[src/rtl/adc_seq_pkg.sv]
// Shared types and byte codes for the converter command sequencer.
// Assumes request op codes are fixed as listed and visible to user logic.
package adc_seq_pkg;

    typedef enum logic [1:0] {
        OP_CONV = 2'd0,
        OP_RREG = 2'd1,
        OP_WREG = 2'd2,
        OP_CMD  = 2'd3
    } adc_op_e;

    typedef enum logic [2:0] {
        S_IDLE,
        S_WAIT,
        S_SETUP,
        S_TX,
        S_TURN,
        S_RX,
        S_HOLD
    } seq_state_e;

    localparam logic [7:0] BYTE_FETCH = 8'h01;
    localparam logic [7:0] BYTE_RREG  = 8'h10;
    localparam logic [7:0] BYTE_WREG  = 8'h50;
    localparam logic [7:0] BYTE_ONE   = 8'h00;

endpackage

[src/rtl/adc_dly_timer.sv]
// Down-counting delay timer: load a value, then zero is flagged after that
// many cycles. Assumes a load is never required while the count is used.
module adc_dly_timer #(
    parameter int W = 24
) (
    input  logic         clk,
    input  logic         rst_n,
    input  logic         load,
    input  logic [W-1:0] val,
    output logic         zero
);

    logic [W-1:0] cnt;

    // Count register: reload on request, otherwise decrement toward zero.
    always_ff @(posedge clk) begin
        if (!rst_n)
            cnt <= '0;
        else if (load)
            cnt <= val;
        else if (cnt != '0)
            cnt <= cnt - 1'b1;
    end

    assign zero = (cnt == '0);

    // every timed wait (turnaround included) starts from the loaded value
    a_r6_timer_load: assert property (@(posedge clk) disable iff (!rst_n)
        load |=> (cnt == $past(val)));

endmodule

[src/rtl/adc_byte_shift.sv]
// Full-duplex byte shifter, clock idle low, launch on rising edge and sample
// on falling edge, most significant bit first. Assumes start is only raised
// while not busy; HALF is the serial half period in system cycles.
module adc_byte_shift #(
    parameter int HALF = 25
) (
    input  logic       clk,
    input  logic       rst_n,
    input  logic       start,
    input  logic [7:0] tx_byte,
    input  logic       miso,
    output logic       sclk,
    output logic       mosi,
    output logic       busy,
    output logic       done,
    output logic [7:0] rx_byte
);

    localparam int DW = (HALF > 1) ? $clog2(HALF) : 1;
    localparam logic [DW-1:0] DIV_END = DW'(HALF - 1);

    logic [DW-1:0] div;
    logic [2:0]    bits;
    logic [7:0]    sh;

    // Edge generator and shift registers for one byte.
    always_ff @(posedge clk) begin
        if (!rst_n) begin
            div     <= '0;
            bits    <= '0;
            sh      <= '0;
            sclk    <= 1'b0;
            mosi    <= 1'b0;
            busy    <= 1'b0;
            done    <= 1'b0;
            rx_byte <= '0;
        end else begin
            done <= 1'b0;
            if (start && !busy) begin
                busy <= 1'b1;
                sh   <= tx_byte;
                div  <= '0;
                bits <= '0;
                sclk <= 1'b0;
            end else if (busy) begin
                if (div == DIV_END) begin
                    div <= '0;
                    if (!sclk) begin
                        sclk <= 1'b1;
                        mosi <= sh[7];
                        sh   <= {sh[6:0], 1'b0};
                    end else begin
                        sclk    <= 1'b0;
                        rx_byte <= {rx_byte[6:0], miso};
                        bits    <= bits + 1'b1;
                        if (bits == 3'd7) begin
                            busy <= 1'b0;
                            done <= 1'b1;
                        end
                    end
                end else begin
                    div <= div + 1'b1;
                end
            end
        end
    end

    // data line moves only together with a rising clock edge
    a_r1_mosi_on_rise: assert property (@(posedge clk) disable iff (!rst_n)
        !$stable(mosi) |-> $rose(sclk));

endmodule

[src/rtl/adc_cmd_seq.sv]
// Converter command sequencer: accepts one request, waits for data ready
// (fetch only, with timeout), frames chip select, shifts the command bytes,
// waits out the turnaround, gathers response bytes and pulses done.
// Assumes drdy_n is asynchronous (synchronised here) and that the parameters
// give HALF >= 1.
module adc_cmd_seq
    import adc_seq_pkg::*;
#(
    parameter int SYS_HZ    = 50_000_000,
    parameter int SCLK_HZ   = 1_000_000,
    parameter int MCLK_HZ   = 7_680_000,
    parameter int TURN_MCLK = 60,
    parameter int TO_W      = 24
) (
    input  logic            clk,
    input  logic            rst_n,
    input  logic            req_valid,
    output logic            req_ready,
    input  logic [1:0]      req_op,
    input  logic [3:0]      req_addr,
    input  logic [7:0]      req_data,
    input  logic [TO_W-1:0] timeout_lim,
    output logic            rsp_done,
    output logic [23:0]     rsp_data,
    output logic            rsp_timeout,
    output logic            spi_cs_n,
    output logic            spi_sclk,
    output logic            spi_mosi,
    input  logic            spi_miso,
    input  logic            drdy_n
);

    localparam int HALF     = SYS_HZ / (2 * SCLK_HZ);
    localparam int TURN_CYC = int'((64'(TURN_MCLK) * 64'(SYS_HZ) + 64'(MCLK_HZ) - 64'd1)
                                   / 64'(MCLK_HZ));
    localparam logic [TO_W-1:0] SETUP_V = TO_W'(HALF - 1);
    localparam logic [TO_W-1:0] HOLD_V  = TO_W'(2 * HALF - 1);
    localparam logic [TO_W-1:0] TURN_V  = TO_W'(TURN_CYC - 1);

    seq_state_e     st, st_nx;
    adc_op_e        op_q;
    logic [3:0]     addr_q;
    logic [7:0]     data_q;
    logic [1:0]     idx, ntx, nrx;
    logic [23:0]    acc;
    logic [1:0]     drdy_sync;
    logic           tmr_load, tmr_zero;
    logic [TO_W-1:0] tmr_val;
    logic           fin, fin_to, idx_inc, idx_clr, acc_push;
    logic           sh_start, sh_busy, sh_done;
    logic [7:0]     sh_tx, sh_rx;

    // Two-flop synchroniser for the asynchronous data-ready line.
    always_ff @(posedge clk) begin
        if (!rst_n) drdy_sync <= 2'b11;
        else        drdy_sync <= {drdy_sync[0], drdy_n};
    end

    // Byte counts per request type.
    always_comb begin
        case (op_q)
            OP_CONV: begin ntx = 2'd1; nrx = 2'd3; end
            OP_RREG: begin ntx = 2'd2; nrx = 2'd1; end
            OP_WREG: begin ntx = 2'd3; nrx = 2'd0; end
            default: begin ntx = 2'd1; nrx = 2'd0; end
        endcase
    end

    // Command byte selected by request type and byte index.
    always_comb begin
        sh_tx = 8'h00;
        if (st == S_TX) begin
            case (op_q)
                OP_CONV: sh_tx = BYTE_FETCH;
                OP_RREG: sh_tx = (idx == 2'd0) ? (BYTE_RREG | {4'h0, addr_q}) : BYTE_ONE;
                OP_WREG: sh_tx = (idx == 2'd0) ? (BYTE_WREG | {4'h0, addr_q}) :
                                 (idx == 2'd1) ? BYTE_ONE : data_q;
                default: sh_tx = data_q;
            endcase
        end
    end

    assign sh_start = ((st == S_TX) || (st == S_RX)) && !sh_busy && !sh_done;

    // Sequencer next state and timer loads.
    always_comb begin
        st_nx    = st;
        tmr_load = 1'b0;
        tmr_val  = '0;
        fin      = 1'b0;
        fin_to   = 1'b0;
        idx_inc  = 1'b0;
        idx_clr  = 1'b0;
        acc_push = 1'b0;
        case (st)
            S_IDLE: if (req_valid) begin
                tmr_load = 1'b1;
                if (req_op == OP_CONV) begin
                    st_nx   = S_WAIT;
                    tmr_val = timeout_lim;
                end else begin
                    st_nx   = S_SETUP;
                    tmr_val = SETUP_V;
                end
            end
            S_WAIT: if (!drdy_sync[1]) begin
                st_nx    = S_SETUP;
                tmr_load = 1'b1;
                tmr_val  = SETUP_V;
            end else if (tmr_zero) begin
                st_nx  = S_IDLE;
                fin    = 1'b1;
                fin_to = 1'b1;
            end
            S_SETUP: if (tmr_zero) begin
                st_nx   = S_TX;
                idx_clr = 1'b1;
            end
            S_TX: if (sh_done) begin
                if (idx == ntx - 2'd1) begin
                    idx_clr  = 1'b1;
                    tmr_load = 1'b1;
                    if (nrx != 2'd0) begin
                        st_nx   = S_TURN;
                        tmr_val = TURN_V;
                    end else begin
                        st_nx   = S_HOLD;
                        tmr_val = HOLD_V;
                    end
                end else begin
                    idx_inc = 1'b1;
                end
            end
            S_TURN: if (tmr_zero) st_nx = S_RX;
            S_RX: if (sh_done) begin
                acc_push = 1'b1;
                if (idx == nrx - 2'd1) begin
                    st_nx    = S_HOLD;
                    tmr_load = 1'b1;
                    tmr_val  = HOLD_V;
                end else begin
                    idx_inc = 1'b1;
                end
            end
            S_HOLD: if (tmr_zero) begin
                st_nx = S_IDLE;
                fin   = 1'b1;
            end
            default: st_nx = S_IDLE;
        endcase
    end

    // State, request capture, byte index, result assembly and response.
    always_ff @(posedge clk) begin
        if (!rst_n) begin
            st          <= S_IDLE;
            op_q        <= OP_CONV;
            addr_q      <= '0;
            data_q      <= '0;
            idx         <= '0;
            acc         <= '0;
            rsp_done    <= 1'b0;
            rsp_timeout <= 1'b0;
            rsp_data    <= '0;
        end else begin
            st       <= st_nx;
            rsp_done <= fin;
            if (st == S_IDLE && req_valid) begin
                op_q   <= adc_op_e'(req_op);
                addr_q <= req_addr;
                data_q <= req_data;
                acc    <= '0;
            end
            if (idx_clr)      idx <= '0;
            else if (idx_inc) idx <= idx + 2'd1;
            if (acc_push) acc <= {acc[15:0], sh_rx};
            if (fin) begin
                rsp_timeout <= fin_to;
                rsp_data    <= fin_to ? 24'h0 : acc;
            end
        end
    end

    assign req_ready = (st == S_IDLE);
    assign spi_cs_n  = (st == S_IDLE) || (st == S_WAIT);

    adc_dly_timer #(.W(TO_W)) tmr_i (
        .clk   (clk),
        .rst_n (rst_n),
        .load  (tmr_load),
        .val   (tmr_val),
        .zero  (tmr_zero)
    );

    adc_byte_shift #(.HALF(HALF)) shf_i (
        .clk     (clk),
        .rst_n   (rst_n),
        .start   (sh_start),
        .tx_byte (sh_tx),
        .miso    (spi_miso),
        .sclk    (spi_sclk),
        .mosi    (spi_mosi),
        .busy    (sh_busy),
        .done    (sh_done),
        .rx_byte (sh_rx)
    );

    // serial clock parked low whenever chip select is released
    a_r8_sclk_low_idle: assert property (@(posedge clk) disable iff (!rst_n)
        spi_cs_n |-> !spi_sclk);
    // done lasts exactly one cycle
    a_r9_done_single: assert property (@(posedge clk) disable iff (!rst_n)
        rsp_done |=> !rsp_done);
    // an accepted request makes the sequencer busy
    a_r9_accept_busy: assert property (@(posedge clk) disable iff (!rst_n)
        (req_valid && req_ready) |=> !req_ready);
    // a timed-out fetch never selected the converter
    a_r7_timeout_no_cs: assert property (@(posedge clk) disable iff (!rst_n)
        (rsp_done && rsp_timeout) |-> spi_cs_n);

endmodule

[config.mk]
export PLATFORM = sky130hd
export DESIGN_NAME = adc_cmd_seq
export DESIGN_NICKNAME = d
export VERILOG_FILES = /design/src/rtl/adc_seq_pkg.sv /design/src/rtl/adc_dly_timer.sv /design/src/rtl/adc_byte_shift.sv /design/src/rtl/adc_cmd_seq.sv
export SDC_FILE = /design/constraint.sdc
export NUM_CORES = 1
export LEC_CHECK = 0
export BUFFER_PORTS_ARGS = -buffer_cell sky130_fd_sc_hd__buf_2
export CAP_MARGIN = 20
export CORE_MARGIN = 2
export CORE_UTILIZATION = 62
export CTS_CLUSTER_DIAMETER = 200
export DETAILED_ROUTE_END_ITERATION = 12
export HOLD_SLACK_MARGIN = 0.03
export PLACE_DENSITY = 0.89
export SLEW_MARGIN = 20
export SYNTH_ARGS = -nofsm -noshare
export SYNTH_HDL_FRONTEND = slang
export SYNTH_SLANG_ARGS = --single-unit
[constraint.sdc]
create_clock -name clk -period 4 [get_ports clk]
set_input_delay 0.8 -clock clk [delete_from_list [all_inputs] [get_ports clk]]
set_output_delay 0.8 -clock clk [all_outputs]
set_load 0.05 [all_outputs]
# Yosys cells after proc, flatten, opt, wreduce, memory -nomap -nowiden
# Index checks and enable logic that the tools add are counted.
# word_totals
word_cells,143
regBits,123
inputBits,43
# classes
reduce_logical,28
n_mux,64
n_eq_ne,21
bitwise,5
add_sub_neg,6
# op_table
cell,n
24-bit two-way mux,7
24-bit one-hot mux with 4 select lines,1
8-bit two-way mux,7
3-bit two-way mux,9
9-bit two-way mux,3
24-bit zero test,1
8-bit one-hot mux with 3 select lines,1
24-bit nonzero test,1
24-bit by 1-bit subtractor with 24-bit output (second input constant),1
1-bit two-way mux,22
3-bit one-hot mux with 7 select lines,1
5-bit two-way mux,3
3-bit equality test (second input constant),4
6-bit two-way mux,2
2-bit by 1-bit != test with 1-bit output (second input constant),6
2-bit nonzero test,5
2-bit one-hot mux with 2 select lines,2
4-bit AND reduction,2
7-bit AND reduction,1
3-bit by 2-bit equality test with 1-bit output (second input constant),2
2-bit zero test,3
1-bit one-hot mux with 2 select lines,3
3-bit AND reduction,2
5-bit by 1-bit adder with 5-bit output (second input constant),1
19 further kinds,34

# Logic depth before layout (Yosys ltp)
# Gate-level depths: netlist (run 1).
# depth
ltp_word,8
ltp_mapped,8
ltp_nobuf,7

# Cells and area by module
# A second synthesis (run 1) with hierarchy kept.
# unflattened
hier_cells,678
area_unflattened_um2,5749.3
# by_module_without_submodules
mod,cells_per_inst,area_per_inst_um2,n_inst
adc_cmd_seq,382,3143.0,1
adc_dly_timer,162,1361.3,1
adc_byte_shift,134,1244.9,1

# Worst setup path after synthesis (run 1)
# No wires, ideal clock.
# synth_path
kind,reg-to-output
from,register st[0]
to,output port req_ready
path_stages_with_launch,3
path_slack_ns,1.555
arrival_ns,1.645
path_buffers,1
path_cell_list,dfxtp_1 clkbuf_1 nor3_1
# synth_between
elab_chain_len,1
# synth_lines
element,line_no,text
from (decl),adc_cmd_seq.sv:40,"seq_state_e st, st_nx;"
from (signal assigned),adc_cmd_seq.sv:166,st <= st_nx;
3-bit zero test,adc_cmd_seq.sv:184,assign req_ready = (st == S_IDLE);
to (decl),adc_cmd_seq.sv:18,"output logic req_ready,"
# Every way passes these cells.

# Worst setup path in the final report (run 1)
# layout_path
from,register tmr_i.cnt[8]
to,register rsp_data[10]
# layout_between
elab_chain_len,5
word_cells_on_any_way,6
# layout_lines
element,line_no,text
from (decl),adc_dly_timer.sv:13,logic [W-1:0] cnt;
from (signal assigned),adc_dly_timer.sv:20,cnt <= val;
from (signal assigned),adc_dly_timer.sv:22,cnt <= cnt - 1'b1;
24-bit zero test *,adc_dly_timer.sv:25,assign zero = (cnt == '0);
1-bit two-way mux *,"adc_cmd_seq.sv:110, adc_cmd_seq.sv:145",
1-bit two-way mux,adc_cmd_seq.sv:106,S_WAIT: if (!drdy_sync[1]) begin
1-bit two-way mux,adc_cmd_seq.sv:95,case (st)
24-bit two-way mux,adc_cmd_seq.sv:179,rsp_data <= fin_to ? 24'h0 : acc;
to (signal assigned),adc_cmd_seq.sv:179,
to (decl),adc_cmd_seq.sv:24,"output logic [23:0] rsp_data,"
# Mark *: on every way between the ends. The rest lies on a longest branch, timed or not.
# A chain may end at the register's enable or synchronous reset.

==> reports/summary.json, run 1 <==
{
  "drc_errors": 0,
  "die_x_um": 100,
  "worstPathArrival_ps": 3160,
  "io_buffer_count": 72,
  "critPathTopFamily": "simple AND/OR/NAND/NOR gates",
  "final-hold-violation-count": 0,
  "timing.hold.worst_path_depth": 1,
  "power_density_mw_per_mm2": 717,
  "min_period_over_period": 0.692,
  "finalNetCount": 775,
  "first_pass_grt_wire_length_um": 23600,
  "vias": 5335,
  "detailroute.wirelength.met3_um": 1050,
  "fillers": 599,
  "synth.net_count": 722,
  "routedWlPerCell_um": 17.0,
  "grt_antenna_before_repair": 0,
  "cts_post_setup_buffers_inserted": 0,
  "cp.buffers_inverters": 0,
  "timing.critical_path.slowest_stage_cell": "sky130_fd_sc_hd__or4_2",
  "setup_violations": 0,
  "area_fraction_of_the_dominant_cell_type_after_synthesis": 0.431,
  "status": "finished clean",
  "synth_enable_flop_cells": 0,
  "n_antenna_cell": 0,
  "peakVddDrop_mv": 0.367,
  "holdCritStartpoint": "drdy_sync[0]",
  "drv_slew": 0,
  "path_cells": "nor4_2 > nand2_1 > or4_2 > nand2_2 > a21oi_2",
  "synth.area.top_cells": "sky130_fd_sc_hd__dfxtp_1 (43%), sky130_fd_sc_hd__nand2_1 (6.8%), sky130_fd_sc_hd__nor2_1 (3.9%)",
  "ys_ff_latch": 123,
  "netlist.top_cell.by_area": "sky130_fd_sc_hd__dfxtp_1",
  "dp_worst_setup_slack_ps": 1200,
  "tns_ps": 0,
  "clkSlewWorstSetupHoldPaths_ps": 60,
  "detail_route_antenna_nets": 0,
  "cts.hold.buffers_added": 0,
  "max_freq_mhz": 361,
  "floorplan.initialDensity": 0.630,
  "cp_slowest_stage_delay_ps": 1120,
  "post_synth_inst_count": 672,
  "min_delay_worst_endpoint": "drdy_sync[1]",
  "clk_path_buf_depth": 2,
  "clock_tree_from_tritoncts": "built",
  "asyncSetResetFlopFracSynth": 0,
  "track_usage": 0.292,
  "grt_start_max_net_pins": 65,
  "final_area_mm2": 0.00671,
  "synth_area_mm2": 0.00571,
  "clock_sinks": 123,
  "finalClockSkew_ps": 8.40,
  "place.gp.congestion": 0.914,
  "fin_worst_hold_slack_ps": 427,
  "drt-met1-wl_um": 5900,
  "cp.required_ps": 4400,
  "ys_seq_area_frac": 0.431,
  "yosysWarningCount": 0,
  "dr.pass1.iters": 5,
  "worstSetupEndpointType": "register",
  "drt_iter0_drc": 540,
  "ys_dominant_reg_cell": "sky130_fd_sc_hd__dfxtp_1",
  "detailed_place.area_mm2": 0.00605,
  "actual_slew_at_the_worst_max_slew_pin_ps": 954,
  "syn_avg_cell_area_um2": 8.50,
  "grt_setup_unrepaired": "false",
  "regToRegSetupSlack_ps": 1230,
  "die_h_um": 100,
  "drive_gt1_frac": 0.229,
  "grt.overflow.total": 0,
  "core_area_mm2": 0.00906,
  "fp-row-count": 35,
  "p_leak_nw": 2.59,
  "timing.slew.headroom": 0.359,
  "cts_root_buffer": "sky130_fd_sc_hd__clkbuf_8",
  "number_of_distinct_library_cells_after_synthesis": 68,
  "worst_r2r_endpoint": "rsp_data[10]",
  "fp.dieArea_mm2": 0.00999,
  "power_mw": 4.81,
  "total_cts_buffers": 17,
  "routed_wirelength_um": 14400,
  "setup.worst_path.start_class": "register",
  "cap_viol_max_count": 0,
  "cts-htree-levels": 4,
  "routed_via_density": 6.28,
  "vias_in_the_first_global_route": 4989,
  "routed-wl-met2_um": 7160,
  "area_growth_pct": 17.6,
  "setup_slack_ps": 1230,
  "worst_hold_path_type": "register to register",
  "ios": 73,
  "r2r.worst_path.cells": 5,
  "ctsResizeCount": 0,
  "period_minus_slack_ps": 2770,
  "place.detailed.hpwl_um": 8780,
  "timing.setup.critical_path_class": "register to register",
  "routed.top_layer": "met4",
  "reg2reg_from": "tmr_i.cnt[8]",
  "path_max_fanout": 24,
  "worstSkewPairLatency_ps": 520
}
[synth_stat cells (6+ instances only)]
cell type,n
sky130_fd_sc_hd__nand2_1,104
sky130_fd_sc_hd__dfxtp_1,123
sky130_fd_sc_hd__inv_1,12
sky130_fd_sc_hd__clkbuf_1,36
sky130_fd_sc_hd__mux2i_1,12
sky130_fd_sc_hd__a21oi_1,43
sky130_fd_sc_hd__o21ai_0,34
sky130_fd_sc_hd__nand3_1,13
sky130_fd_sc_hd__buf_2,7
sky130_fd_sc_hd__a21oi_2,20
sky130_fd_sc_hd__nand2b_1,7
sky130_fd_sc_hd__nor2b_1,7
sky130_fd_sc_hd__xnor2_1,18
sky130_fd_sc_hd__nor3_1,14
sky130_fd_sc_hd__xor2_1,11
sky130_fd_sc_hd__ha_1,7
sky130_fd_sc_hd__nand4_1,10
sky130_fd_sc_hd__nand2_2,20
sky130_fd_sc_hd__or4_1,6
sky130_fd_sc_hd__a22oi_1,27
sky130_fd_sc_hd__nor2_1,60
[registers in the layout, summed over array words and instances, names as in the netlist, 3 cells and up]
| signal | count |
|---|---|
| acc | 24 |
| shf_i.bits | 3 |
| data_q | 8 |
| st | 3 |
| addr_q | 4 |
| rsp_data | 24 |
| shf_i.sh | 8 |
| tmr_i.cnt | 24 |
| shf_i.div | 5 |
| shf_i.rx_byte | 8 |
[report_power, final]
group | total, mW | switching, mW | internal, mW
clock network | 1.68 | 0.595 | 1.09
logic | 1.55 | 0.936 | 0.614
registers | 1.58 | 0.201 | 1.38
[metal layers]
| metal | global-route usage | vias to the layer above |
|---|---|---|
| li1 | - | 2474 |
| met2 | 0.492 | 278 |
| met3 | 0.0627 | 39 |
| met4 | 0.120 | 0 |
| met1 | 0.364 | 2544 |
| met5 | 0 | - |
[cell families after synthesis]
logic type,after synthesis,share of synthesized area
AO/OA/AOI/OAI,172,0.203
AND/OR/NAND/NOR,269,0.236
adder cells (fa/ha/maj),7,0.0153
buffers and inverters,59,0.0473
multiplexers,13,0.0230
flip-flops,123,0.431
XOR/XNOR,29,0.0445
[layout by cell type, fill, tap and decap left out, drive strengths merged, types with 8 or more instances in the layout]
| master | instances |
|---|---|
| a21oi | 63 |
| a22oi | 27 |
| buf | 81 |
| clkbuf | 17 |
| dfxtp | 123 |
| inv | 15 |
| mux2i | 12 |
| nand2 | 124 |
| nand2b | 8 |
| nand3 | 14 |
| nand4 | 10 |
| nor2 | 60 |
| nor3 | 15 |
| nor4 | 8 |
| o21ai | 36 |
| xnor2 | 18 |
| xor2 | 11 |
[final cells by class]
| type | count | area [µm²] | share of cell area |
|---|---|---|---|
| multi-input cells | 490 | 2980 | 0.444 |
| flip-flops and latches | 123 | 2460 | 0.367 |
| repair buffers | 81 | 432 | 0.0643 |
| clock inverters | 15 | 238 | 0.0354 |
| clock buffers | 17 | 414 | 0.0617 |
| well taps | 111 | 139 | 0.0207 |
| inverters | 12 | 45.0 | 0.00671 |
[worst max-delay path by stage]
| stage | start | endpoint | cells past startpoint |
|---|---|---|---|
| 6_report | tmr_i.cnt[8] | rsp_data[10] | 5 |
| 4_1_cts | tmr_i.cnt[8] | rsp_data[10] | 5 |
| 3_3_place_gp | tmr_i.cnt[8] | rsp_data[6] | 5 |
| 2_1_floorplan | st[0] | req_ready | 2 |
| 3_5_place_dp | req_valid | tmr_i.cnt[18] | 5 |
| 5_1_grt | tmr_i.cnt[8] | rsp_data[10] | 5 |
[per-stage QoR]
stage | std cells | utilization
final | 849 | 0.740
after global routing | 849 | 0.740
after CTS | 848 | 0.739
after detailed placement | 816 | 0.667
after global placement | 816 | 0.667
after floorplan | 672 | -
No activity file was read; power rests on OpenSTA's default activity.
==> run 2, diff against run 1 <==
--- a/config.mk
+++ b/config.mk
@@ -8,11 +8,11 @@
 export BUFFER_PORTS_ARGS = -buffer_cell sky130_fd_sc_hd__buf_2
 export CAP_MARGIN = 20
 export CORE_MARGIN = 2
-export CORE_UTILIZATION = 62
+export CORE_UTILIZATION = 52
 export CTS_CLUSTER_DIAMETER = 200
 export DETAILED_ROUTE_END_ITERATION = 12
 export HOLD_SLACK_MARGIN = 0.03
-export PLACE_DENSITY = 0.89
+export PLACE_DENSITY = 0.8
 export SLEW_MARGIN = 20
 export SYNTH_ARGS = -nofsm -noshare
 export SYNTH_HDL_FRONTEND = slang
==> constraint.sdc (replaced) <==
create_clock -name clk -period 2.5 [get_ports clk]
set_input_delay 0.5 -clock clk [delete_from_list [all_inputs] [get_ports clk]]
set_output_delay 0.5 -clock clk [all_outputs]
set_load 0.05 [all_outputs]
==> reports/summary.json, run 2 (synthesized netlist as in run 1, its figures left out) <==
{
  "grt_antenna_before_repair": 0,
  "max_freq_mhz": 432,
  "die_x_um": 109,
  "clkSlewWorstSetupHoldPaths_ps": 60,
  "fp-row-count": 38,
  "fp.dieArea_mm2": 0.0118,
  "first_pass_grt_wire_length_um": 22500,
  "peakVddDrop_mv": 0.656,
  "actual_slew_at_the_worst_max_slew_pin_ps": 697,
  "core_area_mm2": 0.0108,
  "power.combinational.fraction": 0.338,
  "die_h_um": 109,
  "drv_slew": 0,
  "dp_worst_setup_slack_ps": 140,
  "detail_route_antenna_nets": 0,
  "biggest_registers_after_layout": "acc x24, rsp_data x24, tmr_i.cnt x24",
  "timing.setup.critical_path_class": "register to register",
  "clk_path_buf_depth": 2,
  "drive_gt1_frac": 0.239,
  "cp.buffers_inverters": 0,
  "worstSetupEndpointType": "register",
  "tns_ps": 0,
  "cts.hold.buffers_added": 0,
  "path_max_fanout": 10,
  "finalClockSkew_ps": 7.85,
  "n_antenna_cell": 0,
  "cp.required_ps": 2880,
  "dr.pass1.iters": 6,
  "worstSkewPairLatency_ps": 530,
  "critPathTopFamily": "simple AND/OR/NAND/NOR gates",
  "floorplan.initialDensity": 0.529,
  "io_buffer_count": 72,
  "p_switching_mw": 2.64,
  "period_minus_slack_ps": 2310,
  "worstPathArrival_ps": 2700,
  "setup.worst_path.start_class": "register",
  "routed_wirelength_um": 13400,
  "status": "finished clean",
  "grt_start_max_net_pins": 60,
  "sequentialPowerShare": 0.340,
  "p_leak_nw": 2.63,
  "p_sw_frac": 0.355,
  "min_period_over_period": 0.926,
  "place.detailed.hpwl_um": 9060,
  "finalNetCount": 786,
  "clock_sinks": 123,
  "cts_root_buffer": "sky130_fd_sc_hd__clkbuf_8",
  "cts-htree-levels": 4,
  "drt_iter0_drc": 407,
  "worst_hold_path_type": "input port to register",
  "power.share.clock": 0.322,
  "final_cell_mix": "sky130_fd_sc_hd__dfxtp_1 (123), sky130_fd_sc_hd__nand2_1 (103), sky130_fd_sc_hd__buf_2 (72)",
  "area_growth_pct": 18.8,
  "drc_errors": 0,
  "power_density_mw_per_mm2": 1100,
  "ios": 73,
  "final-hold-violation-count": 0,
  "grt_setup_unrepaired": "false",
  "grt.overflow.total": 0,
  "vias": 5057,
  "timing.slew.headroom": 0.534,
  "setup_violations": 0,
  "layout_commonest_cell": "sky130_fd_sc_hd__dfxtp_1",
  "clock_tree_from_tritoncts": "built",
  "routedWlPerCell_um": 15.1,
  "cap_viol_max_count": 0,
  "total_cts_buffers": 17,
  "cp_slowest_stage_delay_ps": 590,
  "timing.critical_path.slowest_stage_cell": "sky130_fd_sc_hd__or4_4",
  "vias_in_the_first_global_route": 4839,
  "setup_slack_ps": 185,
  "cellInternalPower_mw": 4.80,
  "track_usage": 0.239,
  "place.gp.congestion": 0.847,
  "routed_via_density": 5.69,
  "path_cells": "or4_4 > and2b_2 > nand3_1 > nand4_1 > o21ai_0"
}
==> run 2: cell types whose count changed in the layout (fill, tap and decap cells not counted), sizes merged <==
cell and change:
buf +11, bufinv -2, clkbuf +3, clkinv +1, inv -3
==> run 2: final cells by class <==
type,count,area [µm²]
inverters,12,45.0
clock buffers,20,435
repair buffers,92,523
flip-flops and latches,123,2460
fillers,852,4010
multi-input cells,490,3000
clock inverters,11,146
well taps,140,175
==> run 2: metal layers <==
layer | vias to the layer above | part of all wire | routed length [µm] | GRT usage
met1 | 2359 | 0.43 | 5840 | 0.301
met5 | - | 0 | 0 | 0
met4 | 0 | 0.019 | 250 | 0.0824
met3 | 24 | 0.063 | 846 | 0.0693
li1 | 2504 | - | - | -
met2 | 170 | 0.48 | 6500 | 0.394
==> run 2: power by group through the flow <==
stage	sequential, mW	combinational, mW	clock [mW]
after CTS	2.51	2.45	2.42
after global routing	2.56	2.76	2.51
after detailed placement	2.54	2.40	0
after global placement	2.53	2.35	0
final	2.53	2.51	2.40
after floorplan	2.45	1.99	0
==> run 2: metrics by stage <==
stage / power (mW) / hold WS (ps) / cell area, µm² / utilization / cells
detailed placement: 4.95 / 419 / 6160 / 0.571 / 854
global route: 7.83 / 163 / 6780 / 0.629 / 888
global placement: 4.87 / 389 / 6160 / 0.571 / 854
finish: 7.43 / 179 / 6780 / 0.629 / 888
floorplan: 4.43 / 386 / 5710 / - / 672
CTS: 7.37 / 158 / 6750 / 0.625 / 885
==> run 2: repair_timing <==
item                                    CTS  global route
gates resized for setup                   0             4
buffers inserted                          0             3
endpoints found under the setup margin    0            30
==> run 2: path summary, 6_finish.rpt <==
path | startpoint | end | slack, ps | cells past startpoint
hold reg to reg | drdy_sync[0] | drdy_sync[1] | 430 | 1
setup / recovery | tmr_i.cnt[16] | tmr_i.cnt[9] | 190 | 5
hold / removal | timeout_lim[20] | tmr_i.cnt[20] | 180 | 3
setup reg to reg | tmr_i.cnt[16] | tmr_i.cnt[9] | 190 | 5
==> run 2: tightest hold or removal path, stage by stage <==
cell and delay [ps]:
sky130_fd_sc_hd__buf_2 80, sky130_fd_sc_hd__nand2_1 40, sky130_fd_sc_hd__o21ai_0 50
==> run 3, diff against run 2 <==
--- a/config.mk
+++ b/config.mk
@@ -7,6 +7,7 @@
 export LEC_CHECK = 0
 export BUFFER_PORTS_ARGS = -buffer_cell sky130_fd_sc_hd__buf_2
 export CAP_MARGIN = 20
+export CORE_ASPECT_RATIO = 1.1
 export CORE_MARGIN = 2
 export CORE_UTILIZATION = 52
 export CTS_CLUSTER_DIAMETER = 200
==> reports/summary.json, run 3 (synthesized netlist as in run 1, its figures left out) <==
{
  "status": "finished clean",
  "timing.slew.headroom": 0.487,
  "clock_sinks": 123,
  "period_minus_slack_ps": 2240,
  "p_leak_nw": 2.63,
  "worstSetupEndpointType": "register",
  "power.share.clock": 0.327,
  "tns_ps": 0,
  "timing.setup.critical_path_class": "register to register",
  "utilization": 0.629,
  "clock_tree_from_tritoncts": "built",
  "drive_gt1_frac": 0.238,
  "cap_viol_max_count": 0,
  "drt_iter0_drc": 320,
  "fp.dieArea_mm2": 0.0118,
  "track_usage": 0.231,
  "setup_violations": 0,
  "first_pass_grt_wire_length_um": 22600,
  "ctsResizeCount": 0,
  "regToRegSetupSlack_ps": 260,
  "floorplan.initialDensity": 0.528,
  "dr.pass1.iters": 5,
  "die_x_um": 104,
  "power.combinational.fraction": 0.339,
  "setup.worst_path.start_class": "register",
  "cts_post_setup_buffers_inserted": 0,
  "place.detailed.hpwl_um": 8990,
  "worstPathArrival_ps": 2550,
  "detail_route_antenna_nets": 0,
  "core_area_mm2": 0.0108,
  "timing.hold.worst_path_depth": 3,
  "area_growth_pct": 19.1,
  "actual_slew_at_the_worst_max_slew_pin_ps": 766,
  "power_density_mw_per_mm2": 1110,
  "detailed_place.area_mm2": 0.00621,
  "ios": 73,
  "grt_start_max_net_pins": 48,
  "min_period_over_period": 0.896,
  "grt_setup_unrepaired": "false",
  "path_max_fanout": 6,
  "p_switching_mw": 2.65,
  "biggest_registers_after_layout": "acc x24, rsp_data x24, tmr_i.cnt x24",
  "drc_errors": 0,
  "io_buffer_count": 72,
  "grt.overflow.total": 0,
  "finalNetCount": 786,
  "r2r.worst_path.cells": 5,
  "die_h_um": 114,
  "worst_hold_path_type": "input port to register",
  "drv_slew": 0,
  "peakVddDrop_mv": 0.530,
  "p_sw_frac": 0.352,
  "worstSkewPairLatency_ps": 410,
  "final-hold-violation-count": 0,
  "final_cell_mix": "sky130_fd_sc_hd__dfxtp_1 (123), sky130_fd_sc_hd__nand2_1 (104), sky130_fd_sc_hd__buf_2 (72)",
  "vias_in_the_first_global_route": 4929,
  "routedWlPerCell_um": 14.7,
  "layout_commonest_cell": "sky130_fd_sc_hd__dfxtp_1",
  "max_freq_mhz": 447,
  "routed_via_density": 5.67,
  "final_area_mm2": 0.00680,
  "fillers": 930,
  "fp-row-count": 40,
  "cellInternalPower_mw": 4.89,
  "cts_root_buffer": "sky130_fd_sc_hd__clkbuf_16",
  "total_cts_buffers": 17,
  "place.gp.congestion": 0.897,
  "cts.hold.buffers_added": 0,
  "grt_antenna_before_repair": 0,
  "vias": 5082,
  "clk_path_buf_depth": 2,
  "place.detailed.instances": 864,
  "routed_wirelength_um": 13200,
  "stdcell_count": 896,
  "n_antenna_cell": 0,
  "sequentialPowerShare": 0.334,
  "clkSlewWorstSetupHoldPaths_ps": 60,
  "cp.required_ps": 2810,
  "cts-htree-levels": 4,
  "finalClockSkew_ps": 7.78
}
[run 3: path summary, 6_finish.rpt]
| path | startpoint | end |
|---|---|---|
| min reg2reg | drdy_sync[0] | drdy_sync[1] |
| max | tmr_i.cnt[16] | st[0] |
| min | timeout_lim[15] | tmr_i.cnt[15] |
| max reg2reg | tmr_i.cnt[16] | st[0] |
[run 3: worst max-delay path, stage by stage, from the launching register on]
cell and delay, ps:
sky130_fd_sc_hd__dfxtp_1 350, sky130_fd_sc_hd__or4_4 590, sky130_fd_sc_hd__nand2b_4 200, sky130_fd_sc_hd__nor3_2 520
sky130_fd_sc_hd__a21oi_1 190, sky130_fd_sc_hd__o31ai_1 290
[run 3: metal layers]
metal	track usage	wire [µm]
met1	0.282	5840
met2	0.389	6370
met3	0.0486	611
met4	0.114	379
met5	0	0
[run 3: area by class of cell]
type	instances	area [µm²]	share of cell area
Clock inverter	12	148	0.0217
Inverter	12	45.0	0.00662
Sequential cell	123	2460	0.362
Clock buffer	20	447	0.0657
Tap cell	147	184	0.0270
Timing Repair Buffer	92	536	0.0787
Multi-Input combinational cell	490	2980	0.438
[run 3: power by group through the flow]
stage / Sequential, mW / Combinational [mW] / Clock, mW
finish: 2.52 / 2.55 / 2.47
global route: 2.56 / 2.82 / 2.57
CTS: 2.51 / 2.54 / 2.49
detailed placement: 2.55 / 2.51 / 0
global placement: 2.53 / 2.43 / 0
floorplan: 2.45 / 1.99 / 0
[run 3: through the flow]
| step | power [mW] | setup slack [ps] | hold slack [ps] |
|---|---|---|---|
| floorplan | 4.43 | 243 | 386 |
| global placement | 4.96 | 359 | 390 |
| detailed placement | 5.05 | 297 | 406 |
| CTS | 7.54 | 282 | 273 |
| global route | 7.95 | 19.7 | 288 |
| finish | 7.54 | 260 | 281 |
